===== config.mk =====
export PLATFORM = sky130hd
export DESIGN_NAME = ser_rx_fifo
export DESIGN_NICKNAME = d
export VERILOG_FILES = /design/src/rtl/ser_rx_pkg.sv /design/src/rtl/ser_rx_sync.sv /design/src/rtl/ser_rx_shift.sv /design/src/rtl/ser_rx_fifo_buf.sv /design/src/rtl/ser_rx_fifo.sv
export SDC_FILE = /design/constraint.sdc
export NUM_CORES = 1
export LEC_CHECK = 0
export BUFFER_PORTS_ARGS = -buffer_cell sky130_fd_sc_hd__buf_2
export CAP_MARGIN = 25
export CORE_MARGIN = 10
export CORE_UTILIZATION = 55
export CTS_CLUSTER_SIZE = 25
export DETAILED_ROUTE_END_ITERATION = 8
export HOLD_SLACK_MARGIN = 0.06
export PLACE_DENSITY = 0.83
export REMOVE_ABC_BUFFERS = 1
export SETUP_SLACK_MARGIN = 0.5
export SLEW_MARGIN = 20
export SYNTH_ARGS = -nofsm -noshare
export SYNTH_HDL_FRONTEND = slang
export SYNTH_SLANG_ARGS = --single-unit

===== constraint.sdc =====
create_clock -name clk_i -period 8.4 [get_ports clk_i]
set_input_delay 0.84 -clock clk_i [delete_from_list [all_inputs] [get_ports clk_i]]
set_output_delay 0.84 -clock clk_i [all_outputs]
set_load 0.01 [all_outputs]

===== src/rtl/ser_rx_pkg.sv =====
package ser_rx_pkg;
  typedef enum logic {
    EDGE_RISE = 1'b0,
    EDGE_FALL = 1'b1
  } edge_sel_e;
endpackage


===== src/rtl/ser_rx_sync.sv =====
module ser_rx_sync
  import ser_rx_pkg::*;
#(
  parameter int SYNC_STAGES = 2
) (
  input  logic      clk_i,
  input  logic      rst_ni,
  input  logic      clr_i,
  input  logic      en_i,
  input  logic      sclk_i,
  input  logic      sdata_i,
  input  edge_sel_e edge_sel_i,
  input  logic      div2_i,
  output logic      bit_vld_o,
  output logic      bit_o
);
  localparam int TOP = SYNC_STAGES - 1;

  logic [TOP:0] clk_q, dat_q;
  logic         clk_prev_q;
  logic         phase_q;
  logic         rise, fall, act;

  always_ff @(posedge clk_i or negedge rst_ni) begin
    if (!rst_ni) begin
      clk_q      <= '0;
      dat_q      <= '0;
      clk_prev_q <= 1'b0;
    end else begin
      clk_q      <= {clk_q[TOP-1:0], sclk_i};
      dat_q      <= {dat_q[TOP-1:0], sdata_i};
      clk_prev_q <= clk_q[TOP];
    end
  end

  assign rise = clk_q[TOP] & ~clk_prev_q;
  assign fall = ~clk_q[TOP] & clk_prev_q;
  assign act  = (edge_sel_i == EDGE_FALL) ? fall : rise;

  // divide-by-two phase: first edge after enable is used
  always_ff @(posedge clk_i or negedge rst_ni) begin
    if (!rst_ni)                phase_q <= 1'b0;
    else if (clr_i || !en_i)    phase_q <= 1'b0;
    else if (act && div2_i)     phase_q <= ~phase_q;
  end

  assign bit_vld_o = en_i & ~clr_i & act & (~div2_i | ~phase_q);
  assign bit_o     = dat_q[TOP];

  a_r4_div2_skip: assert property (@(posedge clk_i) disable iff (!rst_ni)
    (en_i && !clr_i && div2_i && act && !phase_q) |=> phase_q || !en_i || clr_i || !div2_i);
endmodule


===== src/rtl/ser_rx_shift.sv =====
module ser_rx_shift #(
  parameter int WORD_W = 32
) (
  input  logic              clk_i,
  input  logic              rst_ni,
  input  logic              clr_i,
  input  logic              bit_vld_i,
  input  logic              bit_i,
  input  logic              lsb_first_i,
  output logic              word_vld_o,
  output logic [WORD_W-1:0] word_o
);
  localparam int BC_W = $clog2(WORD_W);
  localparam logic [BC_W-1:0] LAST = BC_W'(WORD_W - 1);

  logic [WORD_W-1:0] sr_q, sr_nxt;
  logic [BC_W-1:0]   bcnt_q;

  assign sr_nxt = lsb_first_i ? {bit_i, sr_q[WORD_W-1:1]} : {sr_q[WORD_W-2:0], bit_i};

  always_ff @(posedge clk_i or negedge rst_ni) begin
    if (!rst_ni) begin
      sr_q       <= '0;
      bcnt_q     <= '0;
      word_vld_o <= 1'b0;
      word_o     <= '0;
    end else if (clr_i) begin
      sr_q       <= '0;
      bcnt_q     <= '0;
      word_vld_o <= 1'b0;
    end else begin
      word_vld_o <= 1'b0;
      if (bit_vld_i) begin
        sr_q <= sr_nxt;
        if (bcnt_q == LAST) begin
          bcnt_q     <= '0;
          word_o     <= sr_nxt;
          word_vld_o <= 1'b1;
        end else begin
          bcnt_q <= bcnt_q + 1'b1;
        end
      end
    end
  end

  a_r5_word_on_wrap: assert property (@(posedge clk_i) disable iff (!rst_ni)
    word_vld_o |-> bcnt_q == '0);
  a_r5_pulse: assert property (@(posedge clk_i) disable iff (!rst_ni)
    word_vld_o |=> !word_vld_o);
endmodule


===== src/rtl/ser_rx_fifo_buf.sv =====
module ser_rx_fifo_buf #(
  parameter int WORD_W = 32,
  parameter int DEPTH  = 8
) (
  input  logic               clk_i,
  input  logic               rst_ni,
  input  logic               clr_i,
  input  logic               push_i,
  input  logic [WORD_W-1:0]  wdata_i,
  input  logic               pop_req_i,
  input  logic               ovr_clr_i,
  output logic [WORD_W-1:0]  rdata_o,
  output logic [$clog2(DEPTH+1)-1:0] count_o,
  output logic               ovr_o
);
  localparam int PTR_W = (DEPTH > 1) ? $clog2(DEPTH) : 1;
  localparam int CNT_W = $clog2(DEPTH + 1);
  localparam logic [PTR_W-1:0] PTR_LAST = PTR_W'(DEPTH - 1);
  localparam logic [CNT_W-1:0] CNT_FULL = CNT_W'(DEPTH);

  logic [WORD_W-1:0] mem_q [DEPTH];
  logic [PTR_W-1:0]  wr_ptr_q, rd_ptr_q;
  logic [CNT_W-1:0]  cnt_q;
  logic              full, pop, accept, drop;

  assign full   = (cnt_q == CNT_FULL);
  assign pop    = pop_req_i && (cnt_q != '0);
  assign accept = push_i && (!full || pop);
  assign drop   = push_i && full && !pop;

  always_ff @(posedge clk_i) begin
    if (accept) mem_q[wr_ptr_q] <= wdata_i;
  end

  always_ff @(posedge clk_i or negedge rst_ni) begin
    if (!rst_ni) begin
      wr_ptr_q <= '0;
      rd_ptr_q <= '0;
      cnt_q    <= '0;
      ovr_o    <= 1'b0;
    end else if (clr_i) begin
      wr_ptr_q <= '0;
      rd_ptr_q <= '0;
      cnt_q    <= '0;
      ovr_o    <= 1'b0;
    end else begin
      if (accept) wr_ptr_q <= (wr_ptr_q == PTR_LAST) ? '0 : wr_ptr_q + 1'b1;
      if (pop)    rd_ptr_q <= (rd_ptr_q == PTR_LAST) ? '0 : rd_ptr_q + 1'b1;
      case ({accept, pop})
        2'b10:   cnt_q <= cnt_q + 1'b1;
        2'b01:   cnt_q <= cnt_q - 1'b1;
        default: cnt_q <= cnt_q;
      endcase
      if (drop)           ovr_o <= 1'b1;
      else if (ovr_clr_i) ovr_o <= 1'b0;
    end
  end

  assign rdata_o = mem_q[rd_ptr_q];
  assign count_o = cnt_q;

  a_r7_no_overflow: assert property (@(posedge clk_i) disable iff (!rst_ni)
    cnt_q <= CNT_FULL);
  a_r6_drop_sets_ovr: assert property (@(posedge clk_i) disable iff (!rst_ni)
    (push_i && full && !pop_req_i && !clr_i) |=> ovr_o && cnt_q == CNT_FULL);
  a_r6_sticky: assert property (@(posedge clk_i) disable iff (!rst_ni)
    (ovr_o && !ovr_clr_i && !clr_i) |=> ovr_o);
  a_r9_pop_dec: assert property (@(posedge clk_i) disable iff (!rst_ni)
    (pop_req_i && cnt_q != '0 && !push_i && !clr_i) |=> cnt_q == $past(cnt_q) - 1'b1);
  a_r10_swap_full: assert property (@(posedge clk_i) disable iff (!rst_ni)
    (push_i && pop_req_i && full && !clr_i) |=> cnt_q == CNT_FULL && $stable(ovr_o));
  a_r11_clear: assert property (@(posedge clk_i) disable iff (!rst_ni)
    clr_i |=> cnt_q == '0 && !ovr_o);
endmodule


===== src/rtl/ser_rx_fifo.sv =====
module ser_rx_fifo
  import ser_rx_pkg::*;
#(
  parameter int WORD_W      = 32,
  parameter int DEPTH       = 8,
  parameter int SYNC_STAGES = 2,
  localparam int CNT_W      = $clog2(DEPTH + 1)
) (
  input  logic              clk_i,
  input  logic              rst_ni,
  input  logic              rx_rst_i,
  input  logic              rx_en_i,
  input  logic              sclk_i,
  input  logic              sdata_i,
  input  logic              lsb_first_i,
  input  logic              fall_edge_i,
  input  logic              clk_div2_i,
  input  logic              irq_en_i,
  input  logic [CNT_W-1:0]  thresh_i,
  input  logic              ack_wr_i,
  input  logic              ack_bit_i,
  input  logic              ovr_clr_i,
  output logic [WORD_W-1:0] rx_data_o,
  output logic [CNT_W-1:0]  avail_o,
  output logic              thr_hit_o,
  output logic              overrun_o,
  output logic              irq_o
);
  logic              bit_vld, bit_val;
  logic              word_vld;
  logic [WORD_W-1:0] word;
  edge_sel_e         edge_sel;

  assign edge_sel = fall_edge_i ? EDGE_FALL : EDGE_RISE;

  ser_rx_sync #(.SYNC_STAGES(SYNC_STAGES)) u_sync (
    .clk_i      (clk_i),
    .rst_ni     (rst_ni),
    .clr_i      (rx_rst_i),
    .en_i       (rx_en_i),
    .sclk_i     (sclk_i),
    .sdata_i    (sdata_i),
    .edge_sel_i (edge_sel),
    .div2_i     (clk_div2_i),
    .bit_vld_o  (bit_vld),
    .bit_o      (bit_val)
  );

  ser_rx_shift #(.WORD_W(WORD_W)) u_shift (
    .clk_i       (clk_i),
    .rst_ni      (rst_ni),
    .clr_i       (rx_rst_i | ~rx_en_i),
    .bit_vld_i   (bit_vld),
    .bit_i       (bit_val),
    .lsb_first_i (lsb_first_i),
    .word_vld_o  (word_vld),
    .word_o      (word)
  );

  ser_rx_fifo_buf #(.WORD_W(WORD_W), .DEPTH(DEPTH)) u_buf (
    .clk_i     (clk_i),
    .rst_ni    (rst_ni),
    .clr_i     (rx_rst_i),
    .push_i    (word_vld),
    .wdata_i   (word),
    .pop_req_i (ack_wr_i & ack_bit_i),
    .ovr_clr_i (ovr_clr_i),
    .rdata_o   (rx_data_o),
    .count_o   (avail_o),
    .ovr_o     (overrun_o)
  );

  assign thr_hit_o = (avail_o > thresh_i);
  assign irq_o     = irq_en_i & (thr_hit_o | overrun_o);

  a_r1_idle_when_off: assert property (@(posedge clk_i) disable iff (!rst_ni)
    (!rx_en_i && !word_vld) |=> $stable(avail_o) || $past(ack_wr_i) || $past(rx_rst_i));
endmodule


; Word-level counts from Yosys, hierarchy flattened
; Memory sizes are Yosys's and may differ from the RTL's.
; Cells that the tools add are included.
[word_totals]
regBits = 87
ram_bits = 256
inputBits = 17
out_inout_bits = 39
wordCells = 86
n_memories = 1
[memory_table]
columns = memory, words, word_bits, rd, rd_clocked_by_memory_dff, wr, line
row1 = u_buf.mem_q, 8, 32, 1, 0, 1, ser_rx_fifo_buf.sv:21  ; logic [WORD_W-1:0] mem_q [DEPTH];
[classes]
add_sub_neg = 5
order_cmp = 1
n_eq_ne = 6
mux = 26
bitwise_logic = 17
n_reduce_logical = 18
[op_table]
columns = operator, n
row1 = $mux W32, 3
row2 = $mux W3, 6
row3 = $mux W5, 3
row4 = $mux W1, 12
row5 = $pmux W4 S2, 1
row6 = $reduce_bool A2 Y1, 4
row7 = $and A1 B1 Y1, 7
row8 = $not A1 Y1, 7
row9 = $add A3 B1 Y3 const B, 2
row10 = $eq A3 B3 Y1 const B, 2
row11 = $reduce_bool A3 Y1, 2
row12 = $add A5 B1 Y5 const B, 1
row13 = $eq A5 B5 Y1 const B, 1
row14 = $logic_and A1 B1 Y1, 5
row15 = $add A4 B1 Y4 const B, 1
row16 = $eq A4 B4 Y1 const B, 1
row17 = $gt A4 B4 Y1, 1
row18 = $mux W4, 1
row19 = $reduce_bool A4 Y1, 1
row20 = $sub A4 B1 Y4 const B, 1
row21 = $logic_not A1 Y1, 3
row22 = $or A1 B1 Y1, 3
row23 = $reduce_and A3 Y1, 1
row24 = $eq A2 B1 Y1 const B, 1
row25 = 2 further kinds, 3

; Logic depth before layout (Yosys ltp)
[logic_depth]
depth_word = 7
ltp_mapped = 9
ltp_nobuf = 8

; Modules after synthesis
; Synthesis repeated with hierarchy kept, for this count alone.
[unflattened]
hier_cells = 762
hier_area_um2 = 13711.9
[modules_own_cells]
columns = module, instances, cells_each, area_per_inst_um2, seq_area_each_um2
row1 = ser_rx_fifo_buf, 1, 453, 10346.2, 7962.6
row2 = ser_rx_shift, 1, 275, 3001.6, 1751.7
row3 = ser_rx_sync, 1, 16, 231.5, 150.1
row4 = ser_rx_fifo, 1, 18, 132.6, 0.0

; Worst setup path before layout
; Ideal clock, no wire load.
[synth_timing]
path_type = input to register
startpoint = input ack_wr_i
endpoint = memory u_buf.mem_q[0][0] (enable)
setup_time_ps = 501
t_arrival_ps = 4365
required_ps = 7899
path_slack_ps = 3534
stages = 3
path_buffers = 0
cell_sequence = nand2_1 a31o_2 nor4_1
[synth_between]
elab_chain_len = 6
[synth_rtl]
columns = element, line
row1 = from (decl), ser_rx_fifo.sv:20  ; input logic ack_wr_i,
row2 = $and A1 B1 Y1, ser_rx_fifo.sv:66  ; .pop_req_i (ack_wr_i & ack_bit_i),
row3 = $logic_and A1 B1 Y1, ser_rx_fifo_buf.sv:27  ; assign pop = pop_req_i && (cnt_q != '0);
row4 = $logic_or A1 B1 Y1, ser_rx_fifo_buf.sv:28  ; assign accept = push_i && (!full || pop);
row5 = $logic_and A1 B1 Y1, ser_rx_fifo_buf.sv:28
row6 = $mux W1, ser_rx_fifo_buf.sv:32  ; if (accept) mem_q[wr_ptr_q] <= wdata_i;
row7 = $mux W1 (implied by the code), ser_rx_fifo_buf.sv:32
row8 = to (decl), ser_rx_fifo_buf.sv:21
; Every way passes these cells.

; Worst setup path after layout
[layout_timing]
startpoint = register u_buf.rd_ptr_q[0]
endpoint = output rx_data_o[13]
[layout_between]
elab_chain_len = 1
[layout_rtl]
columns = element, line
row1 = from (decl), ser_rx_fifo_buf.sv:22  ; logic [PTR_W-1:0] wr_ptr_q, rd_ptr_q;
row2 = from (signal assigned), ser_rx_fifo_buf.sv:48  ; if (pop) rd_ptr_q <= (rd_ptr_q == PTR_LAST) ? '0 : rd_ptr_q + 1'b1;
row3 = $mem_v2 Z8 W32, -
row4 = to (decl), ser_rx_fifo.sv:23  ; output logic [WORD_W-1:0] rx_data_o,
; Every way passes these cells.

==> flow_metrics.py <==
metrics = {
    "synthesis": {
        "synthTopCellsByCount": "edfxtp_1 (256), dfrtp_1 (87), mux4_2 (64)",
        "async_flop_share_pct": 25.4,
        "synth_cell_types": 48,
        "synthMuxAreaShare_pct": 15.7,
        "yosys.area_share.simple_pct": 4.28,
        "synth_xor_area_share_pct": 0.193,
        "synthAdderAreaFrac_pct": 1.10,
        "yosysWarnings": 0,
        "ys_ff_latch": 343,
        "synth.avg_cell_area_um2": 17.8,
        "yosys_most_used_dff": "edfxtp_1",
        "synth_edf_count": 256,
        "synth_top_family_by_area": "multiplexers",
        "syn_inst": 763,
        "syn_area_um2": 13600,
        "synth-compound-area-share_pct": 4.66,
        "yosys.area.top_type": "edfxtp_1",
        "ys_seq_area_share_pct": 72.5,
        "yosysMostFrequentCell": "edfxtp_1",
        "ys_top_cells_by_area": "edfxtp_1 (56%), dfrtp_1 (16%), mux4_2 (11%)",
        "synth.top_cell.area_share_pct": 56.5,
    },
    "clock_tree": {
        "clkTransAtPathRegs_ns": 0.06,
        "htreeDepth": 2,
        "holdBufCountCts": 0,
        "cts_tree": "done",
        "cts_setup_buffers": 0,
        "clock_sinks": 343,
        "post_cts_resized": 0,
        "cts_root_buf": "clkbuf_16",
        "cts_buffers": 35,
        "clk_latency_ns": 0.52,
        "clock_path_buffers": 3,
    },
    "sta": {
        "period_needed_ns": 4.02,
        "tightest_slew_ns": 1.02,
        "setup_ws_ns": 4.38,
        "max-slew-margin-rel_pct": 32.0,
        "fin_crit_sh_pct": 47.8,
        "setup_viol": 0,
        "finalMaxSlewViolations": 0,
        "skew_ns": 0.0136,
        "timing.fmax_ghz": 0.249,
        "totalNegativeSetupSlack_ns": 0,
        "rsz0062_at_grt": "false",
        "finalHoldViolations": 0,
    },
    "critical_path": {
        "timing.rr.start": "u_buf.count_o[1]",
        "rr_endpoint": "u_buf.mem_q[6][25]",
        "path_class": "reg -> out",
        "timing.reg2reg.setup_slack_ns": 5.71,
        "worstPathRequired_ns": 7.56,
        "rr_worst_depth": 4,
        "endpoint_kind": "output port",
        "cp_top_family": "multiplexers",
        "cp.depth": 4,
        "critPathBufInv": 2,
        "cp_max_fo": 42,
        "worstSetupStartpointType": "register",
        "crit_chain": "buf_4, mux4_2, mux2_2, buf_2",
        "cp.arrival_ns": 3.18,
        "critical-path-slowest-cell": "dfrtp_4",
        "cpPeakStageDelay_ns": 0.76,
        "startpoint": "u_buf.rd_ptr_q[0]",
        "crit_path_end": "rx_data_o[13]",
    },
    "detailed_routing": {
        "dr.first_iter.drc_count": 539,
        "totalWireLength_um": 26900,
        "viasPerCell": 5.99,
        "drtAntennaViolNets": 0,
        "drc": 0,
        "num_vias": 7074,
        "dr.pass1.iters": 5,
        "avgRoutedWirePerCell_um": 22.8,
    },
    "power": {
        "combPwrFrac_pct": 1.7,
        "p_seq_share_pct": 53.4,
        "leakagePower_nw": 5.29,
        "switching_share_pct": 19.8,
        "p_sw_w": 0.000673,
        "p_total_w": 0.00340,
        "p_clk_share_pct": 44.9,
        "ir_drop_mv": 0.145,
        "p_int_w": 0.00273,
        "powerDensity_nw_per_um2": 219,
    },
    "floorplanning": {
        "dieArea_um2": 31400,
        "die_y_um": 177,
        "std_cell_rows": 57,
        "initial_utilization_pct": 56.0,
        "fp.dieW_um": 177,
        "io_pins": 56,
        "core_area_um2": 24300,
    },
    "finish": {
        "layout-drive-gt1-share_pct": 28.4,
        "nets": 858,
        "syn2layout_area_growth_pct": 13.9,
        "post-route-util_pct": 63.7,
        "antenna_cells": 0,
    },
    "grt": {
        "grt_overflow": 0,
        "antenna_found_initial": 0,
        "grt.total_usage_pct": 17.7,
        "first_global_vias": 7443,
        "grt_max_degree": 66,
        "grt_pass1_wl_um": 42700,
    },
    "placed_design": {
        "gp_congestion": 0.765,
        "place_hpwl_um": 14800,
        "pre_cts_ws_ns": 4.86,
        "numPortBuffers": 55,
    },
    "run_status": {
        "status": "finished, final reports clean",
    },
    "worst_hold_path": {
        "min_path_type": "in -> async",
    },
    "flow_run": {
        "drv_cap": 0,
    },
}
metal layers:
layer,GRT usage (%),wire (um),vias to the layer above
li1,-,-,3135
met3,3.70,1630,53
met1,23.2,11000,3652
met4,5.24,595,0
met5,0,0,-
met2,29.3,13700,234
placed cells by master, fill, tap and decap left out, drive strengths merged, types with 18 or more instances in the layout:
master  count
clkbuf     51
mux2       33
mux2i      32
o21ai      43
edfxtp    256
a21oi      18
nor2       41
dfrtp      87
a211oi     32
nand2      46
buf        71
mux4       64
cells by family (layout without fill, tap and decap cells):
| group | count (synthesis) | in the layout |
|---|---|---|
| AOI/OAI and AO/OA | 103 | 103 |
| xor gates and xnor gates | 3 | 3 |
| adders and majority gates | 12 | 12 |
| buffers and inverters | 49 | 142 |
| DFF | 343 | 343 |
| muxes | 129 | 129 |
| and+or+nand+nor | 124 | 124 |
worst min path at each step:
stage / end / slack [ns] / cells past startpoint
2_1_floorplan: u_sync.clk_q[1] / 0.33 / 0
3_3_place_gp: u_sync.clk_q[1] / 0.33 / 0
3_5_place_dp: u_sync.dat_q[1] / 0.34 / 0
4_1_cts: u_shift.word_o[10] / 0.07 / 1
5_1_grt: u_shift.word_o[10] / 0.08 / 1
6_report: u_shift.word_o[10] / 0.09 / 1
power groups by stage:
stage	clock [W]	combinational [W]	sequential, W
after floorplan	0	0.0000285	0.00185
after global placement	0	0.0000527	0.00185
after detailed placement	0	0.0000577	0.00185
after CTS	0.00155	0.0000582	0.00181
after global routing	0.00162	0.0000643	0.00181
final	0.00153	0.0000580	0.00181
worst register-to-register path, stage by stage, from the launching register on:
cell and delay, ns:
dfrtp_1 0.54, nor3_1 0.18, a31o_2 0.34, nor3_2 0.73, buf_4 0.54
sequential cells by signal, indices dropped and copies added (netlist names):
register,count
u_sync.phase_q,1
u_shift.bcnt_q,5
u_buf.count_o,4
u_sync.dat_q,2
u_buf.wr_ptr_q,3
u_sync.clk_q,2
u_shift.word_o,32
u_buf.rd_ptr_q,3
u_shift.sr_q,32
u_buf.mem_q,256
u_buf.ovr_o,1
u_sync.clk_prev_q,1
u_shift.word_vld_o,1
stage by stage:
stage / instances / instance area [um2] / hold slack [ns]
finish: 1180 / 15500 / 0.0915
global route: 1180 / 15500 / 0.0769
CTS: 1180 / 15500 / 0.0748
detailed placement: 1116 / 14300 / 0.343
global placement: 1114 / 14300 / 0.333
floorplan: 721 / 13400 / 0.331
layout make-up:
class | count | area (um2)
clock inverter | 13 | 92.6
sequential | 343 | 9870
fill | 1614 | 8820
tap | 324 | 405
timing repair buffer | 71 | 430
multi-input combinational | 371 | 3590
inverter | 7 | 28.8
clock buffer | 51 | 1080
Power figures use the tool's default switching activity.
